### config.mk
export PLATFORM = sky130hd
export DESIGN_NAME = ca_timer
export DESIGN_NICKNAME = d
export VERILOG_FILES = /design/src/rtl/ca_timer_pkg.sv /design/src/rtl/ca_tmr_shadow.sv /design/src/rtl/ca_tmr_prescaler.sv /design/src/rtl/ca_tmr_core.sv /design/src/rtl/ca_timer.sv
export SDC_FILE = /design/constraint.sdc
export NUM_CORES = 1
export LEC_CHECK = 0
export ABC_AREA = 1
export BUFFER_PORTS_ARGS = -buffer_cell sky130_fd_sc_hd__buf_2
export CAP_MARGIN = 20
export CORE_UTILIZATION = 50
export CTS_CLUSTER_DIAMETER = 30
export DETAILED_ROUTE_END_ITERATION = 7
export MAX_ROUTING_LAYER = met4
export PLACE_DENSITY_LB_ADDON = 0.15
export SLEW_MARGIN = 0
export SYNTH_ARGS = -nofsm -noshare
export SYNTH_HDL_FRONTEND = slang
export SYNTH_HIERARCHICAL = 1
export SYNTH_SLANG_ARGS = --single-unit
### constraint.sdc
create_clock -name clk_i -period 4 [get_ports clk_i]
set_input_delay 0.4 -clock clk_i [delete_from_list [all_inputs] [get_ports clk_i]]
set_output_delay 0.4 -clock clk_i [all_outputs]
set_load 0.05 [all_outputs]
### src/rtl/ca_timer_pkg.sv
package ca_timer_pkg;
  typedef enum logic [1:0] {
    MODE_UP     = 2'd0,
    MODE_DOWN   = 2'd1,
    MODE_CENTER = 2'd2,
    MODE_CENTB  = 2'd3
  } tmr_mode_e;
endpackage

### src/rtl/ca_tmr_shadow.sv
module ca_tmr_shadow #(
  parameter int         W              = 16,
  parameter bit         ALWAYS_PRELOAD = 1'b0,
  parameter logic [W-1:0] RST_VAL      = '0
) (
  input  logic         clk_i,
  input  logic         rst_ni,
  input  logic         preload_en_i,
  input  logic         we_i,
  input  logic [W-1:0] wdata_i,
  input  logic         load_i,
  output logic [W-1:0] act_o
);
  logic [W-1:0] pre_q;
  logic [W-1:0] act_q;
  logic         held;

  assign held = ALWAYS_PRELOAD | preload_en_i;

  always_ff @(posedge clk_i or negedge rst_ni) begin
    if (!rst_ni) begin
      pre_q <= RST_VAL;
      act_q <= RST_VAL;
    end else begin
      if (load_i) act_q <= pre_q;
      if (we_i) begin
        pre_q <= wdata_i;
        if (!held) act_q <= wdata_i;
      end
    end
  end

  assign act_o = act_q;

  // held value only moves on a load
  assert_preload_hold_R10: assert property (@(posedge clk_i) disable iff (!rst_ni)
    (held && !load_i) |=> $stable(act_q));
endmodule

### src/rtl/ca_tmr_prescaler.sv
module ca_tmr_prescaler #(
  parameter int W = 16
) (
  input  logic         clk_i,
  input  logic         rst_ni,
  input  logic         en_i,
  input  logic         clear_i,
  input  logic [W-1:0] div_i,
  output logic         tick_o
);
  logic [W-1:0] pc_q;

  function automatic logic at_end(input logic [W-1:0] pc, input logic [W-1:0] div);
    return pc >= div;
  endfunction

  assign tick_o = en_i && at_end(pc_q, div_i);

  always_ff @(posedge clk_i or negedge rst_ni) begin
    if (!rst_ni)        pc_q <= '0;
    else if (clear_i)   pc_q <= '0;
    else if (en_i)      pc_q <= tick_o ? '0 : pc_q + 1'b1;
  end

  assert_hold_when_off_R2: assert property (@(posedge clk_i) disable iff (!rst_ni)
    (!en_i && !clear_i) |=> $stable(pc_q));
  assert_restart_after_tick_R2: assert property (@(posedge clk_i) disable iff (!rst_ni)
    tick_o |=> (pc_q == '0));
endmodule

### src/rtl/ca_tmr_core.sv
module ca_tmr_core
  import ca_timer_pkg::*;
#(
  parameter int W = 16
) (
  input  logic         clk_i,
  input  logic         rst_ni,
  input  logic         tick_i,
  input  logic         ug_i,
  input  logic [1:0]   mode_i,
  input  logic [W-1:0] arl_i,
  output logic [W-1:0] count_o,
  output logic         dir_o,
  output logic         ovf_o,
  output logic         unf_o
);
  logic [W-1:0] cnt_q, cnt_d;
  logic         down_q, down_d;
  logic         is_up, is_down, is_center;

  assign is_up     = (mode_i == MODE_UP);
  assign is_down   = (mode_i == MODE_DOWN);
  assign is_center = !is_up && !is_down;

  // step helpers
  function automatic logic up_wrap(input logic [W-1:0] c, input logic [W-1:0] lim);
    return c >= lim;
  endfunction

  function automatic logic center_top(input logic [W-1:0] c, input logic [W-1:0] lim);
    return c >= (lim - 1'b1);
  endfunction

  function automatic logic center_bottom(input logic [W-1:0] c);
    return c <= {{(W-1){1'b0}}, 1'b1};
  endfunction

  always_comb begin
    cnt_d  = cnt_q;
    down_d = down_q;
    ovf_o  = 1'b0;
    unf_o  = 1'b0;
    if (ug_i) begin
      cnt_d  = '0;
      down_d = 1'b0;
    end else if (arl_i == '0) begin
      cnt_d  = '0;
      down_d = 1'b0;
    end else if (tick_i) begin
      if (is_up) begin
        if (up_wrap(cnt_q, arl_i)) begin
          cnt_d = '0;
          ovf_o = 1'b1;
        end else begin
          cnt_d = cnt_q + 1'b1;
        end
      end else if (is_down) begin
        if (cnt_q == '0) begin
          cnt_d = arl_i;
          unf_o = 1'b1;
        end else begin
          cnt_d = cnt_q - 1'b1;
        end
      end else if (!down_q) begin
        if (center_top(cnt_q, arl_i)) begin
          cnt_d  = arl_i;
          down_d = 1'b1;
          ovf_o  = 1'b1;
        end else begin
          cnt_d = cnt_q + 1'b1;
        end
      end else begin
        if (center_bottom(cnt_q)) begin
          cnt_d  = '0;
          down_d = 1'b0;
          unf_o  = 1'b1;
        end else begin
          cnt_d = cnt_q - 1'b1;
        end
      end
    end
  end

  always_ff @(posedge clk_i or negedge rst_ni) begin
    if (!rst_ni) begin
      cnt_q  <= '0;
      down_q <= 1'b0;
    end else begin
      cnt_q  <= cnt_d;
      down_q <= down_d;
    end
  end

  assign count_o = cnt_q;
  assign dir_o   = is_down | (is_center & down_q);

  assert_ug_clears_R6: assert property (@(posedge clk_i) disable iff (!rst_ni)
    ug_i |=> (cnt_q == '0 && !down_q));
  assert_zero_limit_R11: assert property (@(posedge clk_i) disable iff (!rst_ni)
    (arl_i == '0) |-> (!ovf_o && !unf_o));
  assert_zero_limit_cnt_R11: assert property (@(posedge clk_i) disable iff (!rst_ni)
    (arl_i == '0) |=> (cnt_q == '0));
  assert_up_wrap_R3: assert property (@(posedge clk_i) disable iff (!rst_ni)
    (is_up && ovf_o) |=> (cnt_q == '0));
  assert_center_turn_R5: assert property (@(posedge clk_i) disable iff (!rst_ni)
    (is_center && ovf_o) |=> down_q);
  assert_center_bottom_R5: assert property (@(posedge clk_i) disable iff (!rst_ni)
    (is_center && unf_o) |=> (!down_q && cnt_q == '0));
endmodule

### src/rtl/ca_timer.sv
module ca_timer
  import ca_timer_pkg::*;
#(
  parameter int CNT_W = 16,
  parameter int PSC_W = 16
) (
  input  logic             clk_i,
  input  logic             rst_ni,
  input  logic             cnt_en_i,
  input  logic [1:0]       mode_i,
  input  logic             preload_en_i,
  input  logic             upd_dis_i,
  input  logic             ug_i,
  input  logic             flag_clr_i,
  input  logic [CNT_W-1:0] arl_wdata_i,
  input  logic             arl_we_i,
  input  logic [PSC_W-1:0] psc_wdata_i,
  input  logic             psc_we_i,
  output logic [CNT_W-1:0] count_o,
  output logic             dir_o,
  output logic             update_o,
  output logic             upd_flag_o
);
  localparam logic [CNT_W-1:0] ARL_RST = '1;
  localparam logic [PSC_W-1:0] PSC_RST = '0;

  logic [CNT_W-1:0] arl_act;
  logic [PSC_W-1:0] psc_act;
  logic             tick;
  logic             ovf_evt, unf_evt;
  logic             upd_evt;
  logic             update_q, flag_q;

  assign upd_evt = (ovf_evt | unf_evt | ug_i) & ~upd_dis_i;

  ca_tmr_shadow #(.W(CNT_W), .ALWAYS_PRELOAD(1'b0), .RST_VAL(ARL_RST)) u_arl (
    .clk_i(clk_i), .rst_ni(rst_ni), .preload_en_i(preload_en_i),
    .we_i(arl_we_i), .wdata_i(arl_wdata_i), .load_i(upd_evt), .act_o(arl_act));

  ca_tmr_shadow #(.W(PSC_W), .ALWAYS_PRELOAD(1'b1), .RST_VAL(PSC_RST)) u_psc (
    .clk_i(clk_i), .rst_ni(rst_ni), .preload_en_i(1'b1),
    .we_i(psc_we_i), .wdata_i(psc_wdata_i), .load_i(upd_evt), .act_o(psc_act));

  ca_tmr_prescaler #(.W(PSC_W)) u_psc_cnt (
    .clk_i(clk_i), .rst_ni(rst_ni), .en_i(cnt_en_i), .clear_i(ug_i),
    .div_i(psc_act), .tick_o(tick));

  ca_tmr_core #(.W(CNT_W)) u_core (
    .clk_i(clk_i), .rst_ni(rst_ni), .tick_i(tick), .ug_i(ug_i),
    .mode_i(mode_i), .arl_i(arl_act), .count_o(count_o), .dir_o(dir_o),
    .ovf_o(ovf_evt), .unf_o(unf_evt));

  always_ff @(posedge clk_i or negedge rst_ni) begin
    if (!rst_ni) begin
      update_q <= 1'b0;
      flag_q   <= 1'b0;
    end else begin
      update_q <= upd_evt;
      if (upd_evt)         flag_q <= 1'b1;
      else if (flag_clr_i) flag_q <= 1'b0;
    end
  end

  assign update_o   = update_q;
  assign upd_flag_o = flag_q;

  assert_dis_blocks_R7: assert property (@(posedge clk_i) disable iff (!rst_ni)
    upd_dis_i |=> !update_o);
  assert_flag_with_update_R8: assert property (@(posedge clk_i) disable iff (!rst_ni)
    update_o |-> upd_flag_o);
  assert_flag_sticky_R8: assert property (@(posedge clk_i) disable iff (!rst_ni)
    (upd_flag_o && !flag_clr_i) |=> upd_flag_o);
  assert_ug_update_R6: assert property (@(posedge clk_i) disable iff (!rst_ni)
    (ug_i && !upd_dis_i) |=> update_o);
endmodule

### After elaboration in Yosys (flattened, before gate mapping)

Cells that the tools add are included.

| word-level totals | value |
|---|---|
| flip-flop bits (word level) | 99 |
| latch bits | 0 |
| memory bits (writable) | 0 |
| ROM bits | 0 |
| output and inout port bits | 19 |
| logic and storage cells | 78 |
| memories | 0 |

| operators by class | value |
|---|---|
| add/sub/neg operators | 4 |
| $mul | 0 |
| div/mod/pow operators | 0 |
| $lt $le $gt $ge | 4 |
| equal/unequal tests | 3 |
| shifts and indexed selects | 0 |
| muxes and demuxes | 41 |
| bitwise gates (word level) | 6 |
| reduce and logical (&&, ||, !) cells | 11 |

Operator list:

| kind | count |
|---|---|
| $mux 16 | 16 |
| $ge 16x16->1 | 3 |
| $add 16x1->16 const B | 2 |
| $logic_not 16->1 | 2 |
| $sub 16x1->16 const B | 2 |
| $mux 1 | 25 |
| $le 16x1->1 const B | 1 |
| $ne 3x3->1 const B | 2 |
| $reduce_bool 2->1 | 2 |
| $or 1x1->1 | 3 |
| $reduce_and 3->1 | 1 |
| $reduce_bool 3->1 | 1 |
| $and 1x1->1 | 2 |
| $eq 2x1->1 const B | 1 |
| $logic_and 1x1->1 | 2 |
| $logic_not 1->1 | 2 |
| $logic_not 2->1 | 1 |
| $not 1->1 | 1 |

### Longest topological paths before layout

Gate-level depths: netlist (run 1).

| logic depth | value |
|---|---|
| depth in word-level cells | 15 |
| gate-level depth with buffers | 29 |
| gate-level depth less buffers | 26 |

### By module

Netlist (run 1), hierarchy kept.

Modules (own cells, without submodules):

| module | instances | cells an instance | area an instance (um^2) | seq. area each (um^2) |
|---|---|---|---|---|
| ca_tmr_core | 1 | 587 | 3617.2 | 425.4 |
| ca_tmr_shadow (u_arl) | 1 | 187 | 1500.2 | 840.8 |
| ca_tmr_prescaler | 1 | 220 | 1431.4 | 400.4 |
| ca_tmr_shadow (u_psc) | 1 | 136 | 1262.5 | 800.8 |
| ca_timer | 1 | 12 | 87.6 | 50.0 |

### Worst setup path after synthesis (run 1)

Ideal clock, no wire load.

| timing path | value |
|---|---|
| kind | flip-flop to flip-flop |
| from | register u_arl.act_q[0], in the netlist u_arl/act_o[0] |
| to | register u_arl.act_q[6], in the netlist u_arl/act_o[6] |
| arrival time | 3.332 ns |
| setup slack | 0.596 ns |
| stages on the path, launching flop included | 28 |
| path buffers | 2 |
| cells stage by stage | dfstp_2 inv_1 ha_1 nand3_2 nor3_1 nand3_1 nor2_1 nand3_1 xor2_1 inv_1 ha_1 nand4_1 a21oi_1 nor2_4 nand2_2 nand3_1 a21oi_1 nor2_1 nand2_1 nand2_1 inv_1 buf_6 inv_2 buf_6 nand2_1 nand3_1 nand2_1 inv_1 |

| on the way | value |
|---|---|
| cells in the longest elaborated chain, start to end | 15 |

RTL lines:

| what | line | source |
|---|---|---|
| start, declared | ca_tmr_shadow.sv:15 | `logic [W-1:0] act_q;` |
| start signal, assigned | ca_tmr_shadow.sv:25 | `if (load_i) act_q <= pre_q;` |
| start signal, assigned | ca_tmr_shadow.sv:28 | `if (!held) act_q <= wdata_i;` |
| $sub 16x1->16 | ca_tmr_core.sv:31 | `return c >= (lim - 1'b1);` |
| $ge 16x16->1 | ca_tmr_core.sv:31 |  |
| $mux 1 | ca_tmr_core.sv:65 | `if (center_top(cnt_q, arl_i)) begin` |
| $mux 1 | ca_tmr_core.sv:64 | `end else if (!down_q) begin` |
| $mux 1 | ca_tmr_core.sv:57 | `end else if (is_down) begin` |
| $mux 1 | ca_tmr_core.sv:50 | `if (is_up) begin` |
| $mux 1 | ca_tmr_core.sv:49 | `end else if (tick_i) begin` |
| $mux 1 (*) | ca_tmr_core.sv:46 | `end else if (arl_i == '0) begin` |
| $mux 1 (*) | ca_tmr_core.sv:43 | `if (ug_i) begin` |
| net ovf_evt | ca_timer.sv:30 | `logic ovf_evt, unf_evt;` |
| $or 1x1->1 (*) (2 in a row) | ca_timer.sv:34 | `assign upd_evt = (ovf_evt \| unf_evt \| ug_i) & ~upd_dis_i;` |
| $and 1x1->1 (*) | ca_timer.sv:34 |  |
| net upd_evt | ca_timer.sv:31 | `logic upd_evt;` |
| $mux 16 (*) | ca_tmr_shadow.sv:25 |  |
| $mux 16 | ca_tmr_shadow.sv:28 |  |
| $mux 16 (*) | ca_tmr_shadow.sv:26 | `if (we_i) begin` |

Mark *: on every way through the listed nets, which the timed path passes. The rest lies on a longest branch.
A chain may end at the register's enable or synchronous reset.

### Final worst setup path (run 1)

| timing path | value |
|---|---|
| from | register u_arl.act_q[0], in the netlist u_arl/act_o[0] |
| to | register u_arl.act_q[2], in the netlist u_arl/act_o[2] |

The elaborated chain is that of the path after synthesis.

==> run_summary.xml, run 1 <==
<?xml version="1.0" encoding="UTF-8"?>
<metrics>
  <group name="timing">
    <metric name="period_share" unit="%">90.08</metric>
    <metric name="achievable-frequency" unit="GHz">0.2775</metric>
    <metric name="tightest_slew" unit="ps">699.3</metric>
    <metric name="layout_setup_ws" unit="ps">396.9</metric>
    <metric name="fin_crit" unit="ps">3603</metric>
    <metric name="report.final.hold_viol_count" unit="">0</metric>
    <metric name="slew_headroom" unit="%">53.33</metric>
    <metric name="timing.setup.tns" unit="ps">0</metric>
    <metric name="holdWs" unit="ps">232.2</metric>
    <metric name="finClkSkew" unit="ps">13.37</metric>
    <metric name="slew_violations" unit="">0</metric>
    <metric name="setup_viol" unit="">0</metric>
  </group>
  <group name="clock_network">
    <metric name="clkSlewWorstSetupHoldPaths" unit="ps">80</metric>
    <metric name="cts_tree" unit="">built</metric>
    <metric name="cts_root_buf" unit="">clkbuf_16</metric>
    <metric name="ctsHtreeMaxLevel" unit="">3</metric>
    <metric name="clk_path_buf_depth" unit="">2</metric>
    <metric name="numCtsBuffers" unit="">9</metric>
    <metric name="insertion_delay" unit="ps">360</metric>
    <metric name="clock_sinks" unit="">99</metric>
  </group>
  <group name="route">
    <metric name="highest_layer" unit="">met4</metric>
    <metric name="firstDrtPassIters" unit="">5</metric>
    <metric name="routedLengthMet1" unit="microns">10100</metric>
    <metric name="postRouteAntennaNets" unit="">0</metric>
    <metric name="drt-initial-drc-count" unit="">562</metric>
    <metric name="routed_wl" unit="microns">20020</metric>
    <metric name="drc" unit="">0</metric>
    <metric name="route.met3.wl" unit="microns">1221</metric>
    <metric name="routed-via-count" unit="">7270</metric>
    <metric name="routed_wire_per_std_cell" unit="microns">14.20</metric>
    <metric name="drt-vias-per-instance" unit="">5.156</metric>
    <metric name="detailroute.wirelength.met2" unit="microns">8484</metric>
  </group>
  <group name="floorplanning">
    <metric name="dieArea" unit="sq um">16300</metric>
    <metric name="core" unit="sq um">15310</metric>
    <metric name="floorplan.io_pins" unit="">62</metric>
    <metric name="die-width" unit="microns">127.7</metric>
    <metric name="rows" unit="">45</metric>
    <metric name="floorplan.initialDensity" unit="%">51.55</metric>
    <metric name="dieHeight" unit="microns">127.7</metric>
  </group>
  <group name="power">
    <metric name="share_of_total_power_consumed_by_net_switching" unit="%">32.80</metric>
    <metric name="power.total" unit="mW">2.582</metric>
    <metric name="cellPowerDensity" unit="nW/um^2">299.0</metric>
    <metric name="reported_leakage_power" unit="nW">4.743</metric>
    <metric name="clock_power_share" unit="%">35.3</metric>
    <metric name="p_int" unit="mW">1.735</metric>
    <metric name="pwr-share-comb" unit="%">19.1</metric>
    <metric name="sequentialPowerShare" unit="%">45.6</metric>
    <metric name="irDropWorstVdd" unit="mV">0.2294</metric>
    <metric name="switching_power" unit="mW">0.8469</metric>
  </group>
  <group name="synth">
    <metric name="syn-num-nets" unit="">1238</metric>
    <metric name="yosys_warnings" unit="">6</metric>
    <metric name="synth.avg_cell_area" unit="sq um">6.919</metric>
    <metric name="postSynthCellCount" unit="">1141</metric>
    <metric name="synthesized_cell_area" unit="sq um">7895</metric>
  </group>
  <group name="setup_path">
    <metric name="cp.required" unit="ps">4280</metric>
    <metric name="cpPeakStageDelay" unit="ps">390</metric>
    <metric name="critical_path_slowest_stage_cell" unit="">dfstp_2</metric>
    <metric name="path_max_fanout" unit="">16</metric>
    <metric name="crit_buf_inv" unit="">3</metric>
    <metric name="path_common_cell" unit="">nand2_1</metric>
    <metric name="critical_path_class" unit="">flip-flop to flip-flop</metric>
    <metric name="crit_arrival" unit="ps">3880</metric>
    <metric name="path_delay_family" unit="">simple AND/OR/NAND/NOR gates</metric>
    <metric name="timing.critical_path.cells" unit="">inv_1, nand3_2, nor3_2, nand2_1, nor2_4, nand3_2, nor2_2, nand3_1, xor2_1, ha_1, a21oi_1, o21ai_1, nor2_4, nand2_2, nand3_1, a21oi_1, nor2_1, nand2_1, nand2_1, clkinvlp_4, buf_12, nand2_1, nand2_1, o21ai_0</metric>
    <metric name="critical_path.startpoint_type" unit="">flip-flop</metric>
    <metric name="cp-end-kind" unit="">flip-flop</metric>
  </group>
  <group name="final_layout">
    <metric name="layout.core_utilization" unit="%">56.37</metric>
    <metric name="insertedDiodeCount" unit="">0</metric>
    <metric name="post_route_cells_drive_above_1_share" unit="%">17.35</metric>
    <metric name="final_cell_mix" unit="">435 x nand2_1, 112 x nor2_1, 107 x inv_1, 85 x nand3_1, 67 x dfrtp_1</metric>
    <metric name="ff_latch_area" unit="sq um">2517</metric>
    <metric name="fin_area" unit="sq um">8633</metric>
    <metric name="flow.area_growth_from_synthesis" unit="%">9.350</metric>
    <metric name="final.fill_count" unit="">1543</metric>
    <metric name="final-instance-count-excl-fill" unit="">1410</metric>
    <metric name="design.final.nets" unit="">1291</metric>
    <metric name="most_common_cell_after_layout_fill_and_taps_aside" unit="">nand2_1</metric>
    <metric name="multi_input_area" unit="sq um">4601</metric>
  </group>
  <group name="grt">
    <metric name="number_of_antenna_violations_at_the_first_check_in_global_routing" unit="">0</metric>
    <metric name="gr_overflow_total" unit="">0</metric>
    <metric name="vias_in_the_first_global_route" unit="">6592</metric>
    <metric name="global_route.usage.total" unit="%">26.77</metric>
    <metric name="grt_pass1_wl" unit="microns">33420</metric>
    <metric name="largest_net_degree_at_the_start_of_global_routing" unit="">54</metric>
  </group>
  <group name="job">
    <metric name="drv.max_cap_violation_count" unit="">0</metric>
  </group>
  <group name="place">
    <metric name="placement_setup_slack" unit="ps">126.0</metric>
    <metric name="placement.io_buffers" unit="">61</metric>
    <metric name="finalWeightedCongestion" unit="">0.9781</metric>
    <metric name="hpwlAfterDp" unit="microns">14810</metric>
    <metric name="numPlacedInstances" unit="">1390</metric>
    <metric name="place_area" unit="sq um">8274</metric>
  </group>
  <group name="run_status">
    <metric name="outcome" unit="">complete, no violations</metric>
  </group>
  <group name="worst_hold_path">
    <metric name="holdCritPathClass" unit="">primary input to flip-flop</metric>
  </group>
</metrics>
[sequential cells by signal, summed over array words and instances (netlist names)]
register        cells
u_core/count_o     16
update_o            1
u_psc/pre_q        16
u_arl/act_o        16
upd_flag_o          1
u_core/down_q       1
u_psc_cnt/pc_q     16
u_psc/act_o        16
u_arl/pre_q        16
[layer usage]
metal  vias to the layer above  GRT usage (%)
li1                       3682              -
met4                         0          6.159
met1                      3336          39.08
met3                        15          3.381
met5                         -              -
met2                       237          39.50
[cell type report]
cell class,count,area share (%)
inverters,124,5.609
multi-input cells,881,53.29
well taps,211,3.058
clock inverters,7,0.9710
repair buffers,79,5.304
clock buffers,9,2.609
flip-flops and latches,99,29.16
[worst reg2reg max path, delay by kind of cell (launching register included)]
| family | cells | cell delay [ps] |
|---|---|---|
| XOR/XNOR | 1 | 160 |
| AND/OR/NAND/NOR | 15 | 1620 |
| adder cells (fa/ha/maj) | 1 | 310 |
| AO/OA/AOI/OAI | 4 | 490 |
| flip-flops | 1 | 390 |
| buffers and inverters | 3 | 530 |
[timing repair]
item                                    4_1_cts  5_1_grt
endpoints found under the setup margin        0       32
resized for setup                             0        4
endpoints found under the hold margin         9        0
hold buffers                                  1        0
setup buffers                                 0        2
[worst paths after layout]
check | startpoint | to | slack (ps) | depth (start not counted)
min in group asynchronous | rst_ni | u_core/count_o[1] | 450 | 2
max reg2reg | u_arl/act_o[0] | u_arl/act_o[2] | 400 | 24
min | psc_wdata_i[14] | u_psc/pre_q[14] | 230 | 3
max | u_arl/act_o[0] | u_arl/act_o[2] | 400 | 24
min reg2reg | u_arl/pre_q[4] | u_arl/pre_q[4] | 470 | 2
max in group asynchronous | rst_ni | u_psc_cnt/pc_q[14] | 2590 | 3
[power by group through the flow]
stage,Sequential (mW),Clock (mW),Combinational (mW)
6_report,1.18,0.911,0.494
5_1_grt,1.19,0.973,0.574
4_1_cts,1.18,0.929,0.493
3_5_place_dp,1.19,0,0.489
3_3_place_gp,1.19,0,0.480
2_1_floorplan,1.18,0,0.362
(Power assumes the default switching activity.)
==> run 2: changes to the inputs <==
--- a/config.mk
+++ b/config.mk
@@ -5,11 +5,11 @@
 export SDC_FILE = /design/constraint.sdc
 export NUM_CORES = 1
 export LEC_CHECK = 0
-export ABC_AREA = 1
 export BUFFER_PORTS_ARGS = -buffer_cell sky130_fd_sc_hd__buf_2
 export CAP_MARGIN = 20
 export CORE_UTILIZATION = 50
 export CTS_CLUSTER_DIAMETER = 30
+export CTS_CLUSTER_SIZE = 20
 export DETAILED_ROUTE_END_ITERATION = 7
 export MAX_ROUTING_LAYER = met4
 export PLACE_DENSITY_LB_ADDON = 0.15
==> run 2 against run 1 <==
  * Area after synthesis shrank 7.6%
  * Die area fell by 7.4%
  * Via count down 19%
  * Combinational power is 11% higher
  * Non-clock buffer count rose by 11
  * Global-route usage increased by 0.35 points
  * Critical path depth shrank 5
  * Final area down 6.4%
  * Synthesized cell count decreased by 37%
  * Largest power group unchanged
  * Highest routed layer unchanged
==> run_summary.xml, run 2 <==
<?xml version="1.0" encoding="UTF-8"?>
<metrics>
  <group name="run_status">
    <metric name="outcome" unit="">complete, no violations</metric>
  </group>
  <group name="grt">
    <metric name="number_of_antenna_violations_at_the_first_check_in_global_routing" unit="">0</metric>
    <metric name="gr_overflow_total" unit="">0</metric>
    <metric name="largest_net_degree_at_the_start_of_global_routing" unit="">76</metric>
    <metric name="grt_pass1_wl" unit="microns">30150</metric>
    <metric name="vias_in_the_first_global_route" unit="">5860</metric>
    <metric name="global_route.usage.total" unit="%">27.12</metric>
  </group>
  <group name="timing">
    <metric name="achievable-frequency" unit="GHz">0.2619</metric>
    <metric name="tightest_slew" unit="ps">1061</metric>
    <metric name="holdWs" unit="ps">187.9</metric>
    <metric name="period_share" unit="%">95.45</metric>
    <metric name="setup_viol" unit="">0</metric>
    <metric name="slew_headroom" unit="%">29.27</metric>
    <metric name="slew_violations" unit="">0</metric>
    <metric name="finClkSkew" unit="ps">9.354</metric>
    <metric name="grt_setup_unrepaired" unit="">no</metric>
    <metric name="fin_crit" unit="ps">3818</metric>
    <metric name="report.final.hold_viol_count" unit="">0</metric>
  </group>
  <group name="final_layout">
    <metric name="post_route_cells_drive_above_1_share" unit="%">33.16</metric>
    <metric name="insertedDiodeCount" unit="">0</metric>
    <metric name="final.fill_count" unit="">1199</metric>
    <metric name="final_cell_mix" unit="">67 x dfrtp_1, 60 x buf_2, 54 x ha_1, 48 x nand2_1, 46 x inv_1</metric>
    <metric name="flow.area_growth_from_synthesis" unit="%">10.71</metric>
    <metric name="multi_input_area" unit="sq um">4297</metric>
    <metric name="most_common_cell_after_layout_fill_and_taps_aside" unit="">dfrtp_1</metric>
    <metric name="ff_latch_area" unit="sq um">2517</metric>
    <metric name="layout.core_utilization" unit="%">57.54</metric>
    <metric name="design.final.nets" unit="">876</metric>
  </group>
  <group name="route">
    <metric name="drt-vias-per-instance" unit="">6.113</metric>
    <metric name="routed_wl" unit="microns">18730</metric>
    <metric name="drt-initial-drc-count" unit="">547</metric>
    <metric name="postRouteAntennaNets" unit="">0</metric>
    <metric name="drc" unit="">0</metric>
    <metric name="routed-via-count" unit="">5893</metric>
    <metric name="routed_wire_per_std_cell" unit="microns">19.43</metric>
    <metric name="firstDrtPassIters" unit="">5</metric>
  </group>
  <group name="synth">
    <metric name="synth.avg_cell_area" unit="sq um">10.19</metric>
    <metric name="synthesized_cell_area" unit="sq um">7298</metric>
    <metric name="yosys_warnings" unit="">6</metric>
    <metric name="postSynthCellCount" unit="">716</metric>
    <metric name="syn-num-nets" unit="">813</metric>
  </group>
  <group name="clock_network">
    <metric name="cts_root_buf" unit="">clkbuf_16</metric>
    <metric name="clkSlewWorstSetupHoldPaths" unit="ps">80</metric>
    <metric name="insertion_delay" unit="ps">360</metric>
    <metric name="clk_path_buf_depth" unit="">2</metric>
    <metric name="ctsHtreeMaxLevel" unit="">3</metric>
    <metric name="clock_sinks" unit="">99</metric>
    <metric name="cts_tree" unit="">built</metric>
    <metric name="numCtsBuffers" unit="">9</metric>
    <metric name="cts.hold.buffers_added" unit="">0</metric>
  </group>
  <group name="power">
    <metric name="cellPowerDensity" unit="nW/um^2">328.6</metric>
    <metric name="reported_leakage_power" unit="nW">3.778</metric>
    <metric name="power.total" unit="mW">2.655</metric>
    <metric name="irDropWorstVdd" unit="mV">0.2228</metric>
  </group>
  <group name="setup_path">
    <metric name="cp-end-kind" unit="">flip-flop</metric>
    <metric name="critical_path.startpoint_type" unit="">flip-flop</metric>
    <metric name="crit_arrival" unit="ps">4110</metric>
    <metric name="critical_path_class" unit="">flip-flop to flip-flop</metric>
    <metric name="path_max_fanout" unit="">6</metric>
    <metric name="cp.required" unit="ps">4290</metric>
  </group>
  <group name="floorplanning">
    <metric name="floorplan.initialDensity" unit="%">51.97</metric>
    <metric name="dieArea" unit="sq um">15080</metric>
    <metric name="dieHeight" unit="microns">122.8</metric>
    <metric name="die-width" unit="microns">122.8</metric>
    <metric name="rows" unit="">43</metric>
    <metric name="floorplan.io_pins" unit="">62</metric>
    <metric name="core" unit="sq um">14040</metric>
  </group>
  <group name="place">
    <metric name="placement.io_buffers" unit="">61</metric>
    <metric name="finalWeightedCongestion" unit="">0.9108</metric>
    <metric name="hpwlAfterDp" unit="microns">13610</metric>
  </group>
  <group name="worst_hold_path">
    <metric name="holdCritPathClass" unit="">primary input to asynchronous set/reset pin</metric>
  </group>
  <group name="job">
    <metric name="drv.max_cap_violation_count" unit="">0</metric>
  </group>
</metrics>
## run 2: layout make-up
type / count / area share, %
Timing Repair Buffer: 90 / 7.247
Inverter: 46 / 2.137
Clock buffer: 9 / 2.787
Clock inverter: 7 / 0.7123
Multi-Input combinational cell: 533 / 53.17
Sequential cell: 99 / 31.16
Tap cell: 180 / 2.787
## run 2: repair_timing
item,4_1_cts,5_1_grt
buffers inserted,0,4
pin swaps,0,5
endpoints found under the setup margin,5,16
cloned,0,2
gates resized for setup,1,7
## run 2: final timing paths
path / start / end / slack (ps) / cells past startpoint
max: u_arl/act_o[0] / u_arl/act_o[15] / 180 / 19
min: rst_ni / u_core/count_o[4] / 190 / 1
max reg2reg: u_arl/act_o[0] / u_arl/act_o[15] / 180 / 19
min reg2reg: u_psc/pre_q[2] / u_psc/pre_q[2] / 500 / 1
max in group asynchronous: rst_ni / u_arl/pre_q[6] / 2870 / 2
min in group clk_i: flag_clr_i / upd_flag_o / 240 / 2
## run 2: critical path, stage by stage, from the launching register on
cell     delay (ps)
dfstp_2         540
inv_1            60
ha_1            230
nor2b_4         160
nand3_1         110
buf_4           130
nor2_1           50
xnor2_1         130
ha_1            270
nand4_1         130
nor2_2          150
o41ai_1         100
o31ai_1         300
o21ai_1         110
a21oi_1         200
nor3_2           90
nor2_4          230
buf_12          170
mux2_2          320
mux2_2          260
## run 2: where the power goes
group,internal (mW),total [mW],switching (mW)
clock network,0.432,0.868,0.437
registers,1.13,1.24,0.105
logic,0.286,0.547,0.261
## run 2: layer usage
| layer | share of wire [%] | track usage (%) | wire length (microns) |
|---|---|---|---|
| met1 | 41 | 31.08 | 7637 |
| met2 | 53 | 48.10 | 9871 |
| met3 | 3.9 | 3.067 | 726 |
| met4 | 2.7 | 10.75 | 497 |
| met5 | 0 | - | 0 |
## run 2: stage by stage
step                      std cells  worst slack, ps  area (sq um)  setup TNS, ps
final                           964            182.1          8080              0
after global routing            964            11.24          8080              0
after CTS                       958            101.0          7970              0
after detailed placement        942           -12.74          7685         -22.79
after global placement          942            131.0          7685              0
after floorplan                 716            62.94          7298              0
==> run 3: changes to the inputs <==
--- a/config.mk
+++ b/config.mk
@@ -7,7 +7,7 @@
 export LEC_CHECK = 0
 export BUFFER_PORTS_ARGS = -buffer_cell sky130_fd_sc_hd__buf_2
 export CAP_MARGIN = 20
-export CORE_UTILIZATION = 50
+export CORE_UTILIZATION = 61
 export CTS_CLUSTER_DIAMETER = 30
 export CTS_CLUSTER_SIZE = 20
 export DETAILED_ROUTE_END_ITERATION = 7
==> run 3 against run 2 <==
  * The flow now finishes with violations (DRC)
  * Largest cell class unchanged
  * Clock power decreased by 2%
  * Highest routed layer unchanged
  * Sequential power about the same
  * Largest power group unchanged
  * Sequential cell count unchanged
==> run_summary.xml, run 3 (same netlist as run 2, synthesis figures left out) <==
<?xml version="1.0" encoding="UTF-8"?>
<metrics>
  <group name="grt">
    <metric name="largest_net_degree_at_the_start_of_global_routing" unit="">66</metric>
    <metric name="global_route.usage.total" unit="%">30.80</metric>
    <metric name="grt_pass1_wl" unit="microns">29160</metric>
    <metric name="vias_in_the_first_global_route" unit="">6038</metric>
    <metric name="gr_overflow_total" unit="">0</metric>
    <metric name="number_of_antenna_violations_at_the_first_check_in_global_routing" unit="">0</metric>
  </group>
  <group name="setup_path">
    <metric name="cp-end-kind" unit="">flip-flop</metric>
    <metric name="crit_arrival" unit="ps">4170</metric>
    <metric name="timing.reg2reg.worst_path_depth" unit="">16</metric>
    <metric name="crit_buf_inv" unit="">1</metric>
    <metric name="critical_path_class" unit="">flip-flop to flip-flop</metric>
    <metric name="path_max_fanout" unit="">6</metric>
    <metric name="critical_path_cell_count" unit="">16</metric>
    <metric name="path_delay_family" unit="">simple AND/OR/NAND/NOR gates</metric>
    <metric name="timing.critical_path.cells" unit="">nor4_4, nand3_4, nor4_4, xnor2_1, ha_1, nand4_1, nor2_2, o41ai_2, o31ai_1, o21ai_1, a21oi_1, nor3_2, nor2_4, clkbuf_16, mux2_4, mux2_4</metric>
    <metric name="critical_path_slowest_stage_cell" unit="">nor4_4</metric>
    <metric name="critical_path.startpoint_type" unit="">flip-flop</metric>
    <metric name="critPathLaunch" unit="">u_arl/act_o[4]</metric>
    <metric name="ff2ff_setup_slack" unit="ps">120</metric>
    <metric name="worst_r2r_endpoint" unit="">u_arl/act_o[5]</metric>
    <metric name="cp.required" unit="ps">4280</metric>
    <metric name="cpPeakStageDelay" unit="ps">450</metric>
    <metric name="regToRegStartpoint" unit="">u_arl/act_o[4]</metric>
  </group>
  <group name="timing">
    <metric name="period_share" unit="%">97.10</metric>
    <metric name="slew_headroom" unit="%">25.95</metric>
    <metric name="slew_violations" unit="">0</metric>
    <metric name="fin_crit" unit="ps">3884</metric>
    <metric name="finClkSkew" unit="ps">10.17</metric>
    <metric name="report.final.hold_viol_count" unit="">0</metric>
    <metric name="setup_viol" unit="">0</metric>
    <metric name="achievable-frequency" unit="GHz">0.2575</metric>
    <metric name="grt_setup_unrepaired" unit="">yes</metric>
    <metric name="layout_setup_ws" unit="ps">115.9</metric>
    <metric name="tightest_slew" unit="ps">1111</metric>
  </group>
  <group name="floorplanning">
    <metric name="rows" unit="">39</metric>
    <metric name="dieArea" unit="sq um">12410</metric>
    <metric name="die-width" unit="microns">111.4</metric>
    <metric name="core" unit="sq um">11520</metric>
    <metric name="floorplan.initialDensity" unit="%">63.37</metric>
    <metric name="floorplan.io_pins" unit="">62</metric>
    <metric name="dieHeight" unit="microns">111.4</metric>
  </group>
  <group name="worst_hold_path">
    <metric name="holdCritPathClass" unit="">primary input to asynchronous set/reset pin</metric>
  </group>
  <group name="route">
    <metric name="postRouteAntennaNets" unit="">0</metric>
    <metric name="drc" unit="">2</metric>
    <metric name="routed_wire_per_std_cell" unit="microns">19.61</metric>
    <metric name="drt-initial-drc-count" unit="">469</metric>
    <metric name="routed_wl" unit="microns">18180</metric>
    <metric name="firstDrtPassIters" unit="">7</metric>
    <metric name="drt-vias-per-instance" unit="">6.489</metric>
    <metric name="routed-via-count" unit="">6015</metric>
  </group>
  <group name="clock_network">
    <metric name="insertion_delay" unit="ps">360</metric>
    <metric name="cts_root_buf" unit="">clkbuf_16</metric>
    <metric name="clk_path_buf_depth" unit="">2</metric>
    <metric name="clock_sinks" unit="">99</metric>
    <metric name="clkSlewWorstSetupHoldPaths" unit="ps">70</metric>
    <metric name="numCtsBuffers" unit="">9</metric>
    <metric name="cts_tree" unit="">built</metric>
    <metric name="ctsHtreeMaxLevel" unit="">3</metric>
  </group>
  <group name="final_layout">
    <metric name="post_route_cells_drive_above_1_share" unit="%">33.80</metric>
    <metric name="layout.core_utilization" unit="%">70.40</metric>
    <metric name="fin_area" unit="sq um">8108</metric>
    <metric name="most_common_cell_after_layout_fill_and_taps_aside" unit="">dfrtp_1</metric>
    <metric name="design.final.nets" unit="">876</metric>
    <metric name="insertedDiodeCount" unit="">0</metric>
    <metric name="final_cell_mix" unit="">67 x dfrtp_1, 60 x buf_2, 53 x ha_1, 48 x nand2_1</metric>
    <metric name="flow.area_growth_from_synthesis" unit="%">11.09</metric>
  </group>
  <group name="place">
    <metric name="finalWeightedCongestion" unit="">0.9549</metric>
    <metric name="place_area" unit="sq um">7609</metric>
    <metric name="placement_setup_slack" unit="ps">17.46</metric>
    <metric name="hpwlAfterDp" unit="microns">12800</metric>
    <metric name="placement.io_buffers" unit="">61</metric>
  </group>
  <group name="run_status">
    <metric name="outcome" unit="">complete, but fails checks</metric>
    <metric name="failed_checks" unit="">DRC</metric>
  </group>
  <group name="power">
    <metric name="cellPowerDensity" unit="nW/um^2">328.1</metric>
    <metric name="reported_leakage_power" unit="nW">3.818</metric>
    <metric name="power.total" unit="mW">2.660</metric>
    <metric name="irDropWorstVdd" unit="mV">0.2862</metric>
  </group>
  <group name="job">
    <metric name="drv.max_cap_violation_count" unit="">0</metric>
  </group>
</metrics>
==> run 3: cell count changes in the layout (fill, tap and decap cells not counted), sizes merged <==
cell,previous run,this run
buf,88,89
clkbuf,11,12
clkinv,1,2
clkinvlp,3,1
inv,49,48
==> run 3: per-layer routing <==
metal	global-route usage (%)	routed length (microns)	vias to the layer above
met5	-	0	-
met4	17.30	643	0
met3	3.430	889	56
met2	53.00	9219	238
met1	35.06	7428	2981
li1	-	-	2740
==> run 3: area by class of cell <==
class	count	area (sq um)
Inverter	46	172.7
Tap cell	143	178.9
Clock buffer	11	252.7
Fill cell	889	3408
Timing Repair Buffer	90	571.8
Clock inverter	5	35.03
Multi-Input combinational cell	533	4379
Sequential cell	99	2517
==> run 3: power breakdown <==
group          leakage (nW)  switching (mW)  total, mW  internal (mW)
registers              1.20           0.115       1.25           1.14
clock network         0.142           0.394      0.852          0.458
logic                  2.48           0.260      0.558          0.298
total                  3.82           0.769       2.66           1.89
==> run 3: how the worst max path moves through the flow <==
stage	end	slack (ps)
5_1_grt	u_arl/act_o[8]	-60
3_3_place_gp	u_arl/act_o[3]	180
3_5_place_dp	u_arl/act_o[3]	20
4_1_cts	u_arl/act_o[3]	120
2_1_floorplan	u_arl/act_o[10]	60
6_report	u_arl/act_o[5]	120
==> run 3: what timing repair did <==
item                       4_1_cts  5_1_grt
cloned                           0        1
gates resized for setup          1       22
hold buffers                     0        0
buffers inserted                 0        9
setup endpoints to repair        2       32
pin swaps                        0       11
==> run 3: per-stage QoR <==
| step | std cells | TNS (ps) | hold slack, ps |
|---|---|---|---|
| 3_5_place_dp | 901 | 0 | 491.3 |
| 4_1_cts | 917 | 0 | 164.7 |
| 3_3_place_gp | 901 | 0 | 485.7 |
| 2_1_floorplan | 716 | 0 | 104.4 |
| 6_report | 927 | 0 | 140.3 |
| 5_1_grt | 927 | -704.2 | 223.3 |
